### src/rtl/pbatt_pkg.sv
package pbatt_pkg;
  localparam int CODE_W    = 7;
  localparam int UNITY     = 88;
  localparam int GAIN_W    = 16;
  localparam int GAIN_FRAC = 15;
  localparam int ROM_DEPTH = 1 << CODE_W;

  // Linear Q1.15 gain for one code; codes above unity read as unity.
  function automatic logic [GAIN_W-1:0] gain_for_code(int k);
    int  c;
    real v;
    if (k == 0) return '0;
    c = (k > UNITY) ? UNITY : k;
    v = 32768.0 * $pow(10.0, -(0.75 * real'(UNITY - c)) / 20.0);
    return GAIN_W'(int'(v));
  endfunction
endpackage

### src/rtl/pbatt_gain_rom.sv
module pbatt_gain_rom
  import pbatt_pkg::*;
(
  input  logic              clk,
  input  logic              rd_en,
  input  logic [CODE_W-1:0] code,
  output logic [GAIN_W-1:0] gain
);
  logic [GAIN_W-1:0] rom [0:ROM_DEPTH-1];

  initial begin
    for (int i = 0; i < ROM_DEPTH; i++) rom[i] = gain_for_code(i);
  end

  always_ff @(posedge clk) begin
    if (rd_en) gain <= rom[code];
  end
endmodule

### src/rtl/pbatt_zc_ctrl.sv
module pbatt_zc_ctrl
  import pbatt_pkg::*;
#(
  parameter int TMO_UNIT = 384
) (
  input  logic              clk,
  input  logic              rst,
  input  logic              wr_en,
  input  logic [CODE_W-1:0] wr_code,
  input  logic              zc_en,
  input  logic [1:0]        tmo_sel,
  input  logic              in_valid,
  input  logic              sign_l,
  input  logic              sign_r,
  output logic [CODE_W-1:0] eff_code,
  output logic [CODE_W-1:0] tgt_q,
  output logic [CODE_W-1:0] act_q
);
  localparam int TMO_MAX = TMO_UNIT * 8;
  localparam int CNT_W   = $clog2(TMO_MAX + 1);

  logic             prev_l, prev_r, seen_l, seen_r;
  logic [CNT_W-1:0] cnt_q, limit, cnt_nx;
  logic             pending, cross_l, cross_r, both, tmo_hit, take;

  always_comb begin
    pending  = (tgt_q != act_q);
    cross_l  = sign_l ^ prev_l;
    cross_r  = sign_r ^ prev_r;
    both     = (seen_l | cross_l) & (seen_r | cross_r);
    limit    = CNT_W'(TMO_UNIT) << tmo_sel;
    cnt_nx   = cnt_q + 1'b1;
    tmo_hit  = (cnt_nx >= limit);
    take     = in_valid & pending & (~zc_en | both | tmo_hit);
    eff_code = take ? tgt_q : act_q;
  end

  always_ff @(posedge clk) begin
    if (rst) begin
      tgt_q  <= '0;
      act_q  <= '0;
      prev_l <= 1'b0;
      prev_r <= 1'b0;
      seen_l <= 1'b0;
      seen_r <= 1'b0;
      cnt_q  <= '0;
    end else begin
      if (wr_en) tgt_q <= (wr_code > CODE_W'(UNITY)) ? CODE_W'(UNITY) : wr_code;
      if (in_valid) begin
        prev_l <= sign_l;
        prev_r <= sign_r;
        if (take) act_q <= tgt_q;
      end
      if (wr_en || take) begin
        seen_l <= 1'b0;
        seen_r <= 1'b0;
        cnt_q  <= '0;
      end else if (in_valid && pending) begin
        seen_l <= seen_l | cross_l;
        seen_r <= seen_r | cross_r;
        cnt_q  <= cnt_nx;
      end
    end
  end
endmodule

### src/rtl/pbatt_scale.sv
module pbatt_scale
  import pbatt_pkg::*;
#(
  parameter int SAMPLE_W = 16
) (
  input  logic                clk,
  input  logic                rst,
  input  logic                en,
  input  logic [SAMPLE_W-1:0] sample,
  input  logic [GAIN_W-1:0]   gain,
  output logic [SAMPLE_W-1:0] result
);
  localparam int PW = SAMPLE_W + GAIN_W + 1;
  localparam logic signed [PW-1:0] HI = {{(PW-SAMPLE_W+1){1'b0}}, {(SAMPLE_W-1){1'b1}}};
  localparam logic signed [PW-1:0] LO = {{(PW-SAMPLE_W+1){1'b1}}, {(SAMPLE_W-1){1'b0}}};
  localparam logic signed [PW-1:0] HALF = PW'(1) <<< (GAIN_FRAC - 1);

  logic signed [PW-1:0]       prod, shf;
  logic        [SAMPLE_W-1:0] sat;

  always_comb begin
    prod = $signed(sample) * $signed({1'b0, gain});
    shf  = (prod + HALF) >>> GAIN_FRAC;
    if (shf > HI)      sat = HI[SAMPLE_W-1:0];
    else if (shf < LO) sat = LO[SAMPLE_W-1:0];
    else               sat = shf[SAMPLE_W-1:0];
  end

  always_ff @(posedge clk) begin
    if (rst)     result <= '0;
    else if (en) result <= sat;
  end
endmodule

### src/rtl/pbatt_top.sv
module pbatt_top
  import pbatt_pkg::*;
#(
  parameter int SAMPLE_W = 16,
  parameter int TMO_UNIT = 384
) (
  input  logic                clk,
  input  logic                rst,
  input  logic                wr_en,
  input  logic [CODE_W-1:0]   wr_code,
  input  logic                zc_en,
  input  logic [1:0]          tmo_sel,
  input  logic                in_valid,
  input  logic [SAMPLE_W-1:0] in_l,
  input  logic [SAMPLE_W-1:0] in_r,
  output logic                out_valid,
  output logic [SAMPLE_W-1:0] out_l,
  output logic [SAMPLE_W-1:0] out_r
);
  localparam int NCH = 2;

  logic [CODE_W-1:0]             eff_code, tgt_code, act_code;
  logic [GAIN_W-1:0]             gain;
  logic                          s1_valid;
  logic [NCH-1:0][SAMPLE_W-1:0]  s1_samp, res;

  pbatt_zc_ctrl #(.TMO_UNIT(TMO_UNIT)) u_ctrl (
    .clk(clk), .rst(rst), .wr_en(wr_en), .wr_code(wr_code),
    .zc_en(zc_en), .tmo_sel(tmo_sel), .in_valid(in_valid),
    .sign_l(in_l[SAMPLE_W-1]), .sign_r(in_r[SAMPLE_W-1]),
    .eff_code(eff_code), .tgt_q(tgt_code), .act_q(act_code)
  );

  pbatt_gain_rom u_rom (
    .clk(clk), .rd_en(in_valid), .code(eff_code), .gain(gain)
  );

  always_ff @(posedge clk) begin
    if (rst) begin
      s1_valid  <= 1'b0;
      s1_samp   <= '0;
      out_valid <= 1'b0;
    end else begin
      s1_valid  <= in_valid;
      out_valid <= s1_valid;
      if (in_valid) s1_samp <= {in_r, in_l};
    end
  end

  for (genvar ch = 0; ch < NCH; ch++) begin : g_ch
    pbatt_scale #(.SAMPLE_W(SAMPLE_W)) u_scale (
      .clk(clk), .rst(rst), .en(s1_valid),
      .sample(s1_samp[ch]), .gain(gain), .result(res[ch])
    );
  end

  assign out_l = res[0];
  assign out_r = res[1];
endmodule

### config.mk
export PLATFORM = sky130hd
export DESIGN_NAME = pbatt_top
export DESIGN_NICKNAME = d
export VERILOG_FILES = /design/src/rtl/pbatt_pkg.sv /design/src/rtl/pbatt_gain_rom.sv /design/src/rtl/pbatt_zc_ctrl.sv /design/src/rtl/pbatt_scale.sv /design/src/rtl/pbatt_top.sv
export SDC_FILE = /design/constraint.sdc
export NUM_CORES = 1
export LEC_CHECK = 0
export BUFFER_PORTS_ARGS = -buffer_cell sky130_fd_sc_hd__buf_2
export CAP_MARGIN = 10
export CORE_UTILIZATION = 45
export DETAILED_ROUTE_END_ITERATION = 7
export PLACE_DENSITY = 0.66
export SETUP_SLACK_MARGIN = 0.3
export SYNTH_ARGS = -nofsm -noshare
export SYNTH_HDL_FRONTEND = slang
export SYNTH_SLANG_ARGS = --single-unit
### constraint.sdc
create_clock -name clk -period 14 [get_ports clk]
set_clock_uncertainty 0.2 [all_clocks]
set_input_delay 0 -clock clk [delete_from_list [all_inputs] [get_ports clk]]
set_output_delay 0 -clock clk [all_outputs]
set_load 0.1 [all_outputs]
# After elaboration in Yosys (flattened, before gate mapping)
# Memories as Yosys holds them, arrays and structs flattened. A register that Yosys moved wholly into a read port is not among the register bits.
# Cells that the tools add are included.
# word_totals
regBits	96
rom_bits	2048
inputBits	46
out_inout_bits	33
wordCells	46
memories	1
# classes
addsub	3
n_mul	2
n_lt_le_gt_ge	6
eq_ne	1
shift	1
muxes	6
bitwise	10
reduce_logical	3
# memory_table
name	words	word_bits	rd	rd_ports_with_merged_regs	write_ports	line_no	rtl
u_rom.rom	128	16	1	1	0	pbatt_gain_rom.sv:9	logic [GAIN_W-1:0] rom [0:ROM_DEPTH-1];
# ops
op	count
33-bit by 16-bit adder with 33-bit output (second input constant)	2
16-bit by 17-bit multiplier with 33-bit output	2
16-bit two-way mux	4
18-bit by 16-bit greater-than comparator with 1-bit output (second input constant)	2
18-bit by 16-bit less-than comparator with 1-bit output (second input constant)	2
7-bit two-way mux	2
12-bit by 1-bit adder with 12-bit output (second input constant)	1
12-bit greater-or-equal comparator	1
9-bit by 2-bit << shifter with 12-bit output (first input constant)	1
7-bit greater-than comparator (second input constant)	1
7-bit inequality test	1
1-bit OR	4
1-bit AND	3
2-bit OR reduction	1
1-bit bitwise XOR	2
1-bit logical AND	1
1-bit logical OR	1
1-bit inverter	1

# Logic depth before layout (Yosys ltp)
# Gate-level depths: netlist of run 1.
# logic_depth
depth_word	8
mapped_depth	26
ltp_nobuf	22

# By module
# Synthesis of run 1 repeated with hierarchy kept, for this count alone.
# hier_totals
cells_unflattened	2714
hier_area_um2	23697.7
# modules_own_cells
mod	n_inst	cells_per_inst	area_each_um2	seq_area_each_um2
pbatt_scale at g_ch[0].u_scale	1	1085	9511.6	320.3
pbatt_scale at g_ch[1].u_scale	1	1072	9313.9	320.3
pbatt_gain_rom	1	253	1988.2	480.5
pbatt_zc_ctrl	1	196	1661.6	600.6
pbatt_top	1	108	1222.4	680.7

# Worst setup path after synthesis of run 1
# No wires, ideal clock.
# synth_path
path_kind	reg-to-reg
startpoint	register s1_samp[25] in the netlist's numbering
endpoint	register g_ch[1].u_scale.result[3]
setup_ns	0.134
arrival_time_ns	6.142
required_time_ns	13.666
path_slack_ns	7.524
stages_incl_launch_ff	25
path_buffers	4
synth_period_minus_slack_ns	6.476
cell_sequence	dfxtp_1 -> clkbuf_1 -> clkbuf_1 -> nand2_1 -> fa_1 -> inv_1 -> fa_1 -> fa_1 -> fa_1 -> fa_1 -> inv_1 -> fa_1 -> inv_1 -> ha_1 -> clkbuf_1 -> nand4_1 -> nor4_1 -> o21ai_0 -> nand4_1 -> a2111oi_0 -> nor3_1 -> a21oi_1 -> nor2b_1 -> buf_2 -> a211oi_1
# synth_via
elab_chain_len	5
word_cells_on_any_way	6
classes_between	1 x add/sub; 1 x mul; 2 x order compare; 2 x mux
# synth_rtl
item	line_no	rtl
start, declared	pbatt_top.sv:25	logic [NCH-1:0][SAMPLE_W-1:0] s1_samp, res;
start signal, assigned	pbatt_top.sv:46	if (in_valid) s1_samp <= {in_r, in_l};
16-bit by 17-bit multiplier with 33-bit output (*)	pbatt_scale.sv:22	prod = $signed(sample) * $signed({1'b0, gain});
33-bit by 16-bit adder with 33-bit output (*)	pbatt_scale.sv:23	shf = (prod + HALF) >>> GAIN_FRAC;
18-bit by 16-bit less-than comparator with 1-bit output	pbatt_scale.sv:25	else if (shf < LO) sat = LO[SAMPLE_W-1:0];
16-bit two-way mux	pbatt_scale.sv:25	
16-bit two-way mux (*)	pbatt_scale.sv:24	if (shf > HI) sat = HI[SAMPLE_W-1:0];
end signal, assigned	pbatt_scale.sv:31	else if (en) result <= sat;
end, declared	pbatt_scale.sv:11	output logic [SAMPLE_W-1:0] result
# Mark *: on every way between the ends. The rest lies on a longest branch, timed or not.
# A chain may end at the register's enable or synchronous reset.

# Worst setup path after layout of run 1
# layout_path
startpoint	register u_rom.gain[9], read port of u_rom.rom
endpoint	register g_ch[1].u_scale.result[5]
# layout_via
elab_chain_len	5
word_cells_on_any_way	6
classes_between	1 x add/sub; 1 x mul; 2 x order compare; 2 x mux
# layout_rtl
item	line_no	rtl
start, declared	pbatt_gain_rom.sv:7	output logic [GAIN_W-1:0] gain
16-bit by 17-bit multiplier with 33-bit output (*)	pbatt_scale.sv:22	
33-bit by 16-bit adder with 33-bit output (*)	pbatt_scale.sv:23	
18-bit by 16-bit less-than comparator with 1-bit output	pbatt_scale.sv:25	
16-bit two-way mux	pbatt_scale.sv:25	
16-bit two-way mux (*)	pbatt_scale.sv:24	
# Marks and branches as above.

==> results of run 1 <==
flip-flops by register name, indices dropped and copies added (netlist names):
signal and cells:
g_ch.u_scale.result 32, out_valid 1, s1_samp 32, s1_valid 1, u_ctrl.act_q 7, u_ctrl.cnt_q 12
u_ctrl.seen_l 1, u_ctrl.seen_r 1, u_ctrl.tgt_q 7, u_rom.gain 16
layer usage:
layer	GRT usage [%]	part of all wire, %	vias up
li1	-	-	8359
met1	29.1	42	9301
met2	41.0	51	495
met3	3.01	4.7	108
met4	6.69	2.4	0
met5	0	0	-
cell type report:
cell class,count,area (sq um)
clock buffers,10,250
clock inverters,6,71.3
fillers,4745,25600
inverters,497,1870
multi-input cells,1919,18300
flip-flops and latches,110,2360
well taps,672,841
repair buffers,156,1110
stage by stage:
stage	instances	hold slack, ps	total power [W]	setup slack [ps]
2_1_floorplan	2664	-87.5	0.00138	7520
3_3_place_gp	3300	34.4	0.00168	6800
3_5_place_dp	3300	44.0	0.00170	6480
4_1_cts	3370	150	0.00201	6460
5_1_grt	3370	183	0.00220	5690
6_report	3370	166	0.00200	6390
worst min-delay path, delay by kind of cell:
family,cells,cell delay (ps)
multiplexers,1,90
buffers and inverters,2,300
AND/OR/NAND/NOR,1,80
AO/OA/AOI/OAI,1,240
power by group through the flow:
| stage | registers [W] | logic [W] | clock network, W |
|---|---|---|---|
| global route | 0.000395 | 0.00149 | 0.000306 |
| detailed placement | 0.000396 | 0.00131 | 0 |
| floorplan | 0.000449 | 0.000936 | 0 |
| global placement | 0.000395 | 0.00129 | 0 |
| CTS | 0.000389 | 0.00133 | 0.000295 |
| finish | 0.000390 | 0.00132 | 0.000289 |
logic make-up after synthesis:
group / Yosys count / share of synthesized area, %
DFF: 110 / 10.2
buffers and inverters: 635 / 10.6
adders and majority gates: 643 / 47.4
and+or+nand+nor: 862 / 17.9
xor gates and xnor gates: 60 / 2.27
muxes: 56 / 2.61
AOI/OAI and AO/OA: 298 / 9.04
path summary, 6_finish.rpt:
| kind | from | to | slack, ps | cells after the start |
|---|---|---|---|---|
| worst max register to register | u_rom.gain[9] | g_ch[1].u_scale.result[5] | 6390 | 21 |
| worst max-delay path | u_rom.gain[9] | g_ch[1].u_scale.result[5] | 6390 | 21 |
| worst min register to register | g_ch[0].u_scale.result[15] | g_ch[0].u_scale.result[15] | 280 | 2 |
| worst min-delay path | in_valid | u_ctrl.act_q[5] | 170 | 5 |
timing repair:
action / CTS / global route
hold buffers: 54 / 0
hold endpoints to repair: 61 / 0
gates resized for setup: 0 / 0
placed cells by master (no fill, tap or decap), types with 46 or more instances in the layout:
master,n
inv_1,493
fa_1,388
nand2_1,335
ha_1,255
and2_1,228
nor2_1,160
dfxtp_1,94
buf_2,77
a21oi_1,73
dlygate4sd3_1,54
o21ai_0,46
==> qor.log, run 1 <==
[final_layout] total non-filler cell area in the finished layout 24800 sq um
[run_status] outcome complete, no violations
[power_and_ir_drop] fraction of power spent switching nets 51.1%
[synthesis] #FFs+latches synth 110
[power_and_ir_drop] sequential share of power 19.5%
[critical_path] CP startpoint kind register
[detailed_routing] drt first pass iters 5
[floorplanning] standard-cell rows 82
[critical_path] biggest cell delay along the critical path 710 ps
[synthesis] cell types with the highest counts after synthesis inv_1 (493), fa_1 (388), nand2_1 (335)
[synthesis] cell type with the highest aggregate area in the netlist fa_1
[synthesis] most frequent cell after synthesis inv_1
[detailed_routing] total number of vias 18300
[power_and_ir_drop] internal portion of total power 0.000978 W
[clock_tree] setup bufs post-CTS 0
[power_and_ir_drop] static leakage 12.5 nW
[detailed_routing] routed wire length per instance 17.2 microns
[final_layout] ANT cells 0
[sta] Max Clk Rate 131 MHz
[floorplanning] standard cell core area 50400 sq um
[floorplanning] area enclosed by the die boundary 52300 sq um
[sta] RSZ-0062 raised after global routing false
[synthesis] register area share after synthesis 10.2%
[placed_design] count of input and output buffers 78
[synthesis] Synth Flop Type dfxtp_1
[clock_tree] clk root buf clkbuf_16
[sta] Setup violations, final 0
[synthesis] number of warnings printed during yosys synthesis 0
[clock_tree] clock tree from TritonCTS yes
[detailed_routing] routed via count divided by cell count 5.42
[min_path] worst min-delay path category primary input to register
[power_and_ir_drop] Power per Cell Area 80.5 nW/um^2
[global_route] initial antenna violation count 0
[critical_path] worst-path fanout max 17
[global_route] first-pass GRT wire length 97600 microns
[detailed_routing] remaining antenna violation count after routing 0
[detailed_routing] total wire length after detailed routing 57800 microns
[clock_tree] worst skew pair latency 410 ps
[synthesis] top-area cell type share of the netlist area 33.6%
[detailed_routing] DR iter-0 viols 1159
[critical_path] crit path max-delay cell type nor2b_1
[detailed_routing] DRC 0
[critical_path] critical path endpoint category register
[synthesis] async set-reset flop share out of synthesis 0%
[sta] Slew Limit Fails 0
[sta] final period demand of the worst path 7610 ps
[placed_design] hpwl dp 44100 microns
[clock_tree] deepest level of the CTS H-tree 3
[floorplanning] starting utilization of the core area 45.9%
[clock_tree] Max Root-Sink Buffers 2
[clock_tree] TritonCTS Buffers 9
[global_route] global-route total usage across every layer 23.1%
[sta] final total negative setup slack 0 ps
[job] max-cap violations 0
[synthesis] Post-synth EDFFs 16
[sta] measured slew at the worst slew-check pin 914 ps
[sta] Max-Slew Margin vs Limit 38.4%
[global_route] vias in the first global route 19600
[power_and_ir_drop] part of the power in combinational logic 66.0%
[synthesis] post-synthesis net count 3353
[synthesis] Yosys cell types 88
[clock_tree] clock edge transition at the registers on the reported setup and hold paths 80 ps
[final_layout] number of nets at the end of the flow 3382
[final_layout] fraction of final layout cells sized beyond drive strength 1 6.41%
[floorplanning] Die Width 229 microns
[power_and_ir_drop] net switching power 0.00102 W
[placed_design] Area after DPL 24000 sq um
[synthesis] post-synthesis cell area 23100 sq um
[synthesis] top cells by area, synth fa_1 (34%), ha_1 (14%), dfxtp_1 (8.1%)
[critical_path] most numerous cell on the critical path fa_1
[floorplanning] Top-Level Pins 79
[final_layout] post-route core utilization 49.3%
[sta] Final Hold Violating Endpoints 0
[critical_path] kind of cell adding the most delay to the critical path adder cells
[critical_path] Data required, critical path 14030 ps
[critical_path] cell-by-cell trace of the critical path and2_1 -> fa_1 -> inv_1 -> fa_1 -> fa_1 -> inv_1 -> fa_1 -> fa_1 -> inv_1 -> fa_1 -> inv_1 -> ha_1 -> nand4_1 -> nor4_1 -> o21ai_0 -> nand4_1 -> a2111oi_0 -> nor3_1 -> a21oi_1 -> nor2b_1 -> a211oi_1
[power_and_ir_drop] clock share of power 14.5%
[sta] final worst-path cycle share 54.4%
[global_route] Overflow after GRT 0
[critical_path] buffering stage count on the worst path with inverters included 4
[synthesis] Post-Syn Area per Cell 8.68 sq um
[global_route] pin count of the biggest net entering global routing 52
[floorplanning] Die Ht 229 microns
[critical_path] data arrival time of the critical path 7640 ps
[critical_path] Worst Setup Path Type register to register
[power_and_ir_drop] Worst VDD drop 0.0695 mV
[clock_tree] clk sinks 110
[final_layout] post-synthesis to final-layout area growth 7.36%
[synthesis] cells after synthesis 2664
[placed_design] final weighted congestion in routability-driven placement 0.891
Note: power is estimated with default switching activity, not from simulation.
==> inputs of run 2 (changes only) <==
==> constraint.sdc (replaced) <==
create_clock -name clk -period 7.8 [get_ports clk]
set_clock_uncertainty 0.2 [all_clocks]
set_input_delay 0 -clock clk [delete_from_list [all_inputs] [get_ports clk]]
set_output_delay 0 -clock clk [all_outputs]
set_load 0.1 [all_outputs]
==> run 2 against run 1 <==
Net effect:
- first-iteration DRC count grew 22%
- clock power grew 74%
- cell count grew 1.4%
- critical path depth unchanged
==> qor.log, run 2 (same netlist as run 1, synthesis figures left out) <==
[run_status] outcome complete, no violations
[sta] minimum setup slack in the final design 660 ps [-5730 ps]
[placed_design] final weighted congestion in routability-driven placement 0.925 [+3.8%]
[detailed_routing] routed wire length per instance 17.5 microns [+1.9%]
[floorplanning] area enclosed by the die boundary 52300 sq um [unchanged]
[critical_path] Data required, critical path 7860 ps [-6170 ps]
[critical_path] setup slack of the worst register-to-register path 660 ps [-5730 ps]
[clock_tree] deepest level of the CTS H-tree 3 [unchanged]
[placed_design] hpwl dp 45800 microns [+3.8%]
[sta] Max Clk Rate 140 MHz [+6.6%]
[floorplanning] standard-cell rows 82 [unchanged]
[job] max-cap violations 0 [unchanged]
[final_layout] registers with the most flip-flops g_ch.u_scale.result: 32 flops, s1_samp: 32 flops, u_rom.gain: 16 flops
[floorplanning] Die Ht 229 microns [unchanged]
[detailed_routing] total wire length after detailed routing 59700 microns [+3.3%]
[critical_path] critical path endpoint category register
[detailed_routing] DR iter-0 viols 1418 [+22%]
[critical_path] CP startpoint kind register
[critical_path] Worst Setup Path Type register to register
[global_route] global-route total usage across every layer 23.7% [+0.62 points]
[floorplanning] Die Width 229 microns [unchanged]
[floorplanning] standard cell core area 50400 sq um [unchanged]
[global_route] first-pass GRT wire length 99300 microns [+1.8%]
[detailed_routing] DRC 0 [unchanged]
[clock_tree] clock edge transition at the registers on the reported setup and hold paths 100 ps [+20 ps]
[critical_path] worst-path fanout max 14 [-3]
[final_layout] most frequent cells in the layout inv_1 (493), fa_1 (388), nand2_1 (335), ha_1 (255), and2_1 (228)
[clock_tree] Max Root-Sink Buffers 2 [unchanged]
[final_layout] fraction of final layout cells sized beyond drive strength 1 8.13% [+1.7 points]
[global_route] vias in the first global route 19400 [-0.57%]
[final_layout] post-synthesis to final-layout area growth 9.17%
[sta] Final Hold Violating Endpoints 0 [unchanged]
[clock_tree] worst skew pair latency 420 ps [about the same]
[clock_tree] clk root buf clkbuf_16
[detailed_routing] total number of vias 18400 [+0.85%]
[sta] final worst-path cycle share 91.5% [+37 points]
[power_and_ir_drop] static leakage 12.8 nW [+2.0%]
[floorplanning] starting utilization of the core area 45.9% [unchanged]
[sta] Max-Slew Margin vs Limit 25.2% [-13 points]
[final_layout] Fillers 4714 [-0.65%]
[sta] final total negative setup slack 0 ps [unchanged]
[detailed_routing] drt first pass iters 6 [+1]
[final_layout] number of nets at the end of the flow 3427 [+1.3%]
[floorplanning] Top-Level Pins 79 [unchanged]
[sta] measured slew at the worst slew-check pin 1120 ps [+207 ps]
[sta] RSZ-0062 raised after global routing false
[power_and_ir_drop] Power per Cell Area 143 nW/um^2 [+77%]
[global_route] Overflow after GRT 0 [unchanged]
[clock_tree] clk sinks 110 [unchanged]
[global_route] initial antenna violation count 2 [+2]
[min_path] worst min-delay path category primary input to register
[sta] Setup violations, final 0 [unchanged]
[placed_design] count of input and output buffers 78 [unchanged]
[critical_path] data arrival time of the critical path 7200 ps [-440 ps]
[power_and_ir_drop] Worst VDD drop 0.129 mV [+86%]
[sta] final period demand of the worst path 7140 ps [-471 ps]
[detailed_routing] routed via count divided by cell count 5.39 [-0.50%]
[detailed_routing] remaining antenna violation count after routing 0 [unchanged]
[final_layout] commonest non-fill, non-tap cell in the layout inv_1
[clock_tree] clock tree from TritonCTS yes
[clock_tree] TritonCTS Buffers 9 [unchanged]
[sta] Slew Limit Fails 0 [unchanged]
[placed_design] pre-CTS worst setup slack 98.1 ps [-6380 ps]
[global_route] pin count of the biggest net entering global routing 52 [unchanged]
==> run 2: cell count changes in the layout (fill, tap and decap cells not counted), moves of 2 or more <==
cell / previous run / this run
buf_4: 25 / 60
buf_6: 0 / 2
dlygate4sd3_1: 54 / 57
dfxtp_1: 94 / 88
buf_12: 0 / 4
dfxtp_2: 0 / 6
==> run 2: repair_timing <==
action,CTS,global route
buffers inserted,1,20
endpoints found under the setup margin,14,31
hold endpoints to repair,61,0
hold buffers,57,0
gates resized for setup,2,9
==> run 2: final timing paths <==
kind	from	to	depth (start not counted)
min	in_l[8]	s1_samp[8]	4
max reg2reg	u_rom.gain[5]	g_ch[1].u_scale.result[1]	21
min reg2reg	g_ch[0].u_scale.result[15]	g_ch[0].u_scale.result[15]	2
max	u_rom.gain[5]	g_ch[1].u_scale.result[1]	21
==> run 2: through the flow <==
stage	power (W)	hold WS, ps	area [sq um]	util (%)	cells
global placement	0.00303	37.7	24100	47.9	3321
global route	0.00398	193	25200	50.1	3415
floorplan	0.00248	-87.5	23100	-	2664
detailed placement	0.00306	40.3	24100	47.9	3321
finish	0.00360	148	25200	50.1	3416
CTS	0.00361	141	25000	49.7	3395
==> run 2: where the power goes <==
| part | leakage (nW) | total (W) | internal [W] | switching, W |
|---|---|---|---|---|
| Clock | 0.144 | 0.000503 | 0.000227 | 0.000276 |
| Combinational | 11.7 | 0.00239 | 0.000914 | 0.00148 |
| Sequential | 0.939 | 0.000703 | 0.000619 | 0.0000845 |
==> run 2: layout make-up <==
| class | count | area, sq um | share of cell area [%] |
|---|---|---|---|
| multi-input combinational | 1919 | 18300 | 72.7 |
| sequential | 110 | 2370 | 9.39 |
| inverter | 497 | 1870 | 7.39 |
| timing repair buffer | 201 | 1520 | 6.03 |
| tap | 672 | 841 | 3.33 |
| clock buffer | 10 | 229 | 0.907 |
| clock inverter | 6 | 67.6 | 0.268 |
| antenna | 1 | 2.50 | 0.00991 |
==> run 2: per-layer routing <==
layer	track usage, %	vias up	part of all wire (%)
li1	-	8440	-
met1	30.5	9302	42
met2	40.0	553	49
met3	3.52	122	5.5
met4	9.10	2	3.2
met5	0	-	0.020
==> run 2: critical path, cell delays in order, from the launching register on <==
cell      delay, ps
edfxtp_1        670
and2_1          300
fa_1            530
inv_1            60
fa_1            550
inv_1            60
fa_1            550
fa_1            440
fa_1            490
inv_1            50
fa_1            470
inv_1            40
ha_1            360
nand4_1         170
nor4_1          420
o21ai_0         220
nand4_1         260
a21oi_1         110
xor2_1          360
a21oi_1         200
nor2b_4         330
a211oi_1        130
==> inputs of run 3 (changes only) <==
--- a/config.mk
+++ b/config.mk
@@ -13,4 +13,5 @@
 export SETUP_SLACK_MARGIN = 0.3
 export SYNTH_ARGS = -nofsm -noshare
 export SYNTH_HDL_FRONTEND = slang
+export SYNTH_HIERARCHICAL = 1
 export SYNTH_SLANG_ARGS = --single-unit
==> run 3 against run 2 <==
Net effect:
- sequential cell count grew 2
- sequential share of layout area is essentially flat
- non-clock buffer count grew 3
- critical path type unchanged
- largest cell class unchanged
- first-iteration DRC count shrank 8.3%
- sequential power grew 3.4%
==> qor.log, run 3 <==
[run_status] outcome complete, no violations
[synthesis] most frequent cell after synthesis inv_1
[sta] Setup violations, final 0 [unchanged]
[final_layout] post-synthesis to final-layout area growth 8.67%
[sta] RSZ-0062 raised after global routing true
[power_and_ir_drop] fraction of power spent switching nets 52.6% [+1.5 points]
[sta] final total negative setup slack 0 ps [unchanged]
[final_layout] registers with the most flip-flops g_ch.u_scale/result: 32 flops, s1_samp: 32 flops, u_rom/gain: 16 flops
[detailed_routing] DRC 0 [unchanged]
[global_route] first-pass GRT wire length 101000 microns [+1.2%]
[placed_design] count of input and output buffers 78 [unchanged]
[synthesis] Synth Flop Type dfxtp_1
[global_route] global-route total usage across every layer 23.2% [-0.45 points]
[power_and_ir_drop] Power per Cell Area 150 nW/um^2 [+5.0%]
[global_route] initial antenna violation count 0 [-2]
[floorplanning] Top-Level Pins 79 [unchanged]
[sta] Max-Slew Margin vs Limit 35.3% [+10 points]
[power_and_ir_drop] internal portion of total power 0.00183 W [+3.9%]
[critical_path] Data required, critical path 7850 ps [about the same]
[min_path] end point of the most critical hold path s1_samp[4]
[sta] Worst Hold Slack 151 ps [+3.69 ps]
[synthesis] post-synthesis net count 3400 [+1.4%]
[synthesis] cell type with the highest aggregate area in the netlist fa_1
[floorplanning] area enclosed by the die boundary 53600 sq um [+2.5%]
[critical_path] worst-path fanout max 14 [unchanged]
[synthesis] #FFs+latches synth 112 [+1.8%]
[job] max-cap violations 0 [unchanged]
[sta] measured slew at the worst slew-check pin 968 ps [-154 ps]
[synthesis] post-synthesis cell area 23700 sq um [+2.5%]
[clock_tree] TritonCTS Buffers 9 [unchanged]
[final_layout] number of nets at the end of the flow 3489 [+1.8%]
[critical_path] critical path endpoint category register
[floorplanning] Die Width 231 microns [+1.2%]
[critical_path] Reg2Reg Depth 22 [+4.8%]
[final_layout] fraction of final layout cells sized beyond drive strength 1 9.05% [+0.92 points]
[synthesis] top cells by area, synth fa_1 (33%), ha_1 (13%), dfxtp_1 (8.1%)
[clock_tree] worst skew pair latency 420 ps [about the same]
[detailed_routing] routed via count divided by cell count 5.45 [+1.1%]
[final_layout] most frequent cells in the layout inv_1 (495), fa_1 (388), nand2_1 (343), ha_1 (252), and2_1 (221)
[sta] final worst-path cycle share 92.2% [+0.66 points]
[synthesis] Post-Syn Area per Cell 8.73 sq um [+0.60%]
[global_route] busiest metal layer after global routing met2
[floorplanning] Die Ht 231 microns [+1.2%]
[synthesis] Post-synth EDFFs 16 [unchanged]
[synthesis] number of warnings printed during yosys synthesis 6 [+6]
[power_and_ir_drop] clock share of power 13.7% [-0.3 points]
[synthesis] async set-reset flop share out of synthesis 0% [unchanged]
[critical_path] setup slack of the worst register-to-register path 610 ps [-50 ps]
[global_route] pin count of the biggest net entering global routing 79 [+52%]
[global_route] vias in the first global route 20300 [+4.4%]
[synthesis] register area share after synthesis 10.1% [-0.079 points]
[global_route] Overflow after GRT 0 [unchanged]
[synthesis] cell types with the highest counts after synthesis inv_1 (495), fa_1 (388), nand2_1 (343)
[clock_tree] clock edge transition at the registers on the reported setup and hold paths 110 ps [about the same]
[power_and_ir_drop] sequential share of power 18.9% [-0.6 points]
[min_path] worst min-delay path category primary input to register
[power_and_ir_drop] Worst VDD drop 0.120 mV [-6.8%]
[floorplanning] standard cell core area 51700 sq um [+2.7%]
[sta] Final Hold Violating Endpoints 0 [unchanged]
[detailed_routing] remaining antenna violation count after routing 0 [unchanged]
[sta] final period demand of the worst path 7190 ps [+51.7 ps]
[global_route] global routing met3 resource utilization 3.22% [-0.29 points]
[sta] Max Clk Rate 139 MHz [-0.72%]
[floorplanning] standard-cell rows 83 [+1.2%]
[placed_design] placed cell count 3394 [+2.2%]
[clock_tree] deepest level of the CTS H-tree 3 [unchanged]
[final_layout] Fillers 4902 [+4.0%]
[clock_tree] clk root buf clkbuf_16
[power_and_ir_drop] net switching power 0.00203 W [+10%]
[clock_tree] clock tree from TritonCTS yes
[synthesis] top-area cell type share of the netlist area 32.8% [-0.82 points]
[min_path] HP Start in_l[4]
[detailed_routing] routed wire length per instance 16.9 microns [-3.4%]
[critical_path] data arrival time of the critical path 7250 ps [+50 ps]
[detailed_routing] total number of vias 19000 [+3.2%]
[detailed_routing] DR iter-0 viols 1300 [-8.3%]
[placed_design] hpwl dp 46200 microns [+0.82%]
[critical_path] Worst Setup Path Type register to register
[synthesis] Yosys cell types 97 [+10%]
[detailed_routing] drt first pass iters 5 [-1]
[clock_tree] clk sinks 112 [+1.8%]
[sta] minimum setup slack in the final design 608 ps [-51.7 ps]
[detailed_routing] total wire length after detailed routing 58900 microns [-1.4%]
[placed_design] final weighted congestion in routability-driven placement 0.893 [-3.4%]
[final_layout] commonest non-fill, non-tap cell in the layout inv_1
[critical_path] CP startpoint kind register
[placed_design] pre-CTS worst setup slack 334 ps [+236 ps]
[critical_path] destination of the worst register-to-register timing path g_ch[0].u_scale/result[11]
[power_and_ir_drop] static leakage 12.9 nW [+0.90%]
[final_layout] ANT cells 0 [-1]
[min_path] number of cells on the worst hold path 4 [unchanged]
[power_and_ir_drop] part of the power in combinational logic 67.4% [+0.9 points]
[synthesis] cells after synthesis 2714 [+1.9%]
[final_layout] non-filler cells in the finished layout 3488 [+2.1%]
[global_route] met1 Track Usage GR 30.2% [-0.34 points]
[power_and_ir_drop] overall power of the completed layout 0.00385 W [+7.1%]
[global_route] global-route met2 utilization 40.3% [+0.29 points]
[critical_path] beginning of the worst register-to-register path s1_samp[8]
[floorplanning] starting utilization of the core area 45.8% [-0.078 points]
[clock_tree] Max Root-Sink Buffers 2 [unchanged]
[sta] Slew Limit Fails 0 [unchanged]
-- run 3: cell count changes after synthesis, moves of 7 or more --
cell	delta
o21ai_0	+9
nor2_1	-8
o32ai_1	+7
and2_1	-7
clkbuf_1	-25
xor2_1	-11
o32ai_2	+10
a211oi_1	-12
buf_6	+7
a21oi_1	+24
nand2_1	+8
nand3_1	+14
-- run 3: logic make-up after synthesis --
| kind of cell | share of synthesized area (%) |
|---|---|
| multiplexers | 2.02 |
| buffers and inverters | 10.8 |
| adder cells (fa/ha/maj) | 46.1 |
| flip-flops | 10.1 |
| AO/OA/AOI/OAI | 11.1 |
| XOR/XNOR | 1.84 |
| AND/OR/NAND/NOR | 18.0 |
-- run 3: worst max-delay path by stage --
stage / depth (start not counted) / slack (ps) / to / from
after floorplan: 23 / 1100 / g_ch[0].u_scale/result[0] / u_rom/gain[4]
after global placement: 20 / 500 / g_ch[0].u_scale/result[5] / u_rom/gain[7]
after detailed placement: 21 / 330 / g_ch[0].u_scale/result[11] / u_rom/gain[3]
after CTS: 20 / 420 / g_ch[0].u_scale/result[11] / u_rom/gain[7]
after global routing: 22 / 290 / g_ch[0].u_scale/result[5] / s1_samp[8]
final: 22 / 610 / g_ch[0].u_scale/result[11] / s1_samp[8]
-- run 3: through the flow --
step	area (sq um)	util (%)
final	25800	49.8
after global routing	25800	49.8
after CTS	25500	49.4
after detailed placement	24600	47.6
after global placement	24600	47.6
after floorplan	23700	-
-- run 3: power groups by stage --
stage / logic (W) / clock network (W) / registers (W)
after CTS: 0.00259 / 0.000548 / 0.000741
after global routing: 0.00296 / 0.000565 / 0.000735
final: 0.00260 / 0.000529 / 0.000727
after global placement: 0.00251 / 0 / 0.000751
after floorplan: 0.00179 / 0 / 0.000938
after detailed placement: 0.00254 / 0 / 0.000755
-- run 3: worst max-delay path, cell delays in order (launching register included) --
cell and delay (ps):
dfxtp_1 760, nand2_1 160, fa_1 520, inv_1 50, fa_1 490, inv_1 50, fa_1 510, inv_1 70
fa_1 500, fa_1 540, inv_1 50, fa_1 520, inv_1 40, ha_1 380, nand2_1 120, o21bai_1 180
a211o_1 320, a2111oi_0 410, buf_4 210, and4_2 240, o21ai_2 90, o21ai_4 450, o32ai_2 170
-- run 3: metal layers --
| layer | vias up | part of all wire [%] |
|---|---|---|
| met4 | 0 | 1.8 |
| met1 | 9560 | 43 |
| met5 | - | 0 |
| met2 | 599 | 50 |
| li1 | 8767 | - |
| met3 | 81 | 5.6 |
-- run 3: cell type report --
cell class                      count  area (sq um)  area share (%)
Tap cell                          680           851            3.30
Sequential cell                   112          2410            9.36
Multi-Input combinational cell   1975         18800            72.8
Inverter                          501          1880            7.30
Timing Repair Buffer              204          1530            5.95
Clock buffer                        9           225           0.875
Clock inverter                      7          93.8           0.364
-- run 3: timing repair --
action | CTS | global route
hold buffers | 57 | 0
hold endpoints to repair | 65 | 0
gates cloned | 0 | 0
buffers inserted | 1 | 20
setup endpoints to repair | 2 | 30
gates resized for setup | 1 | 8
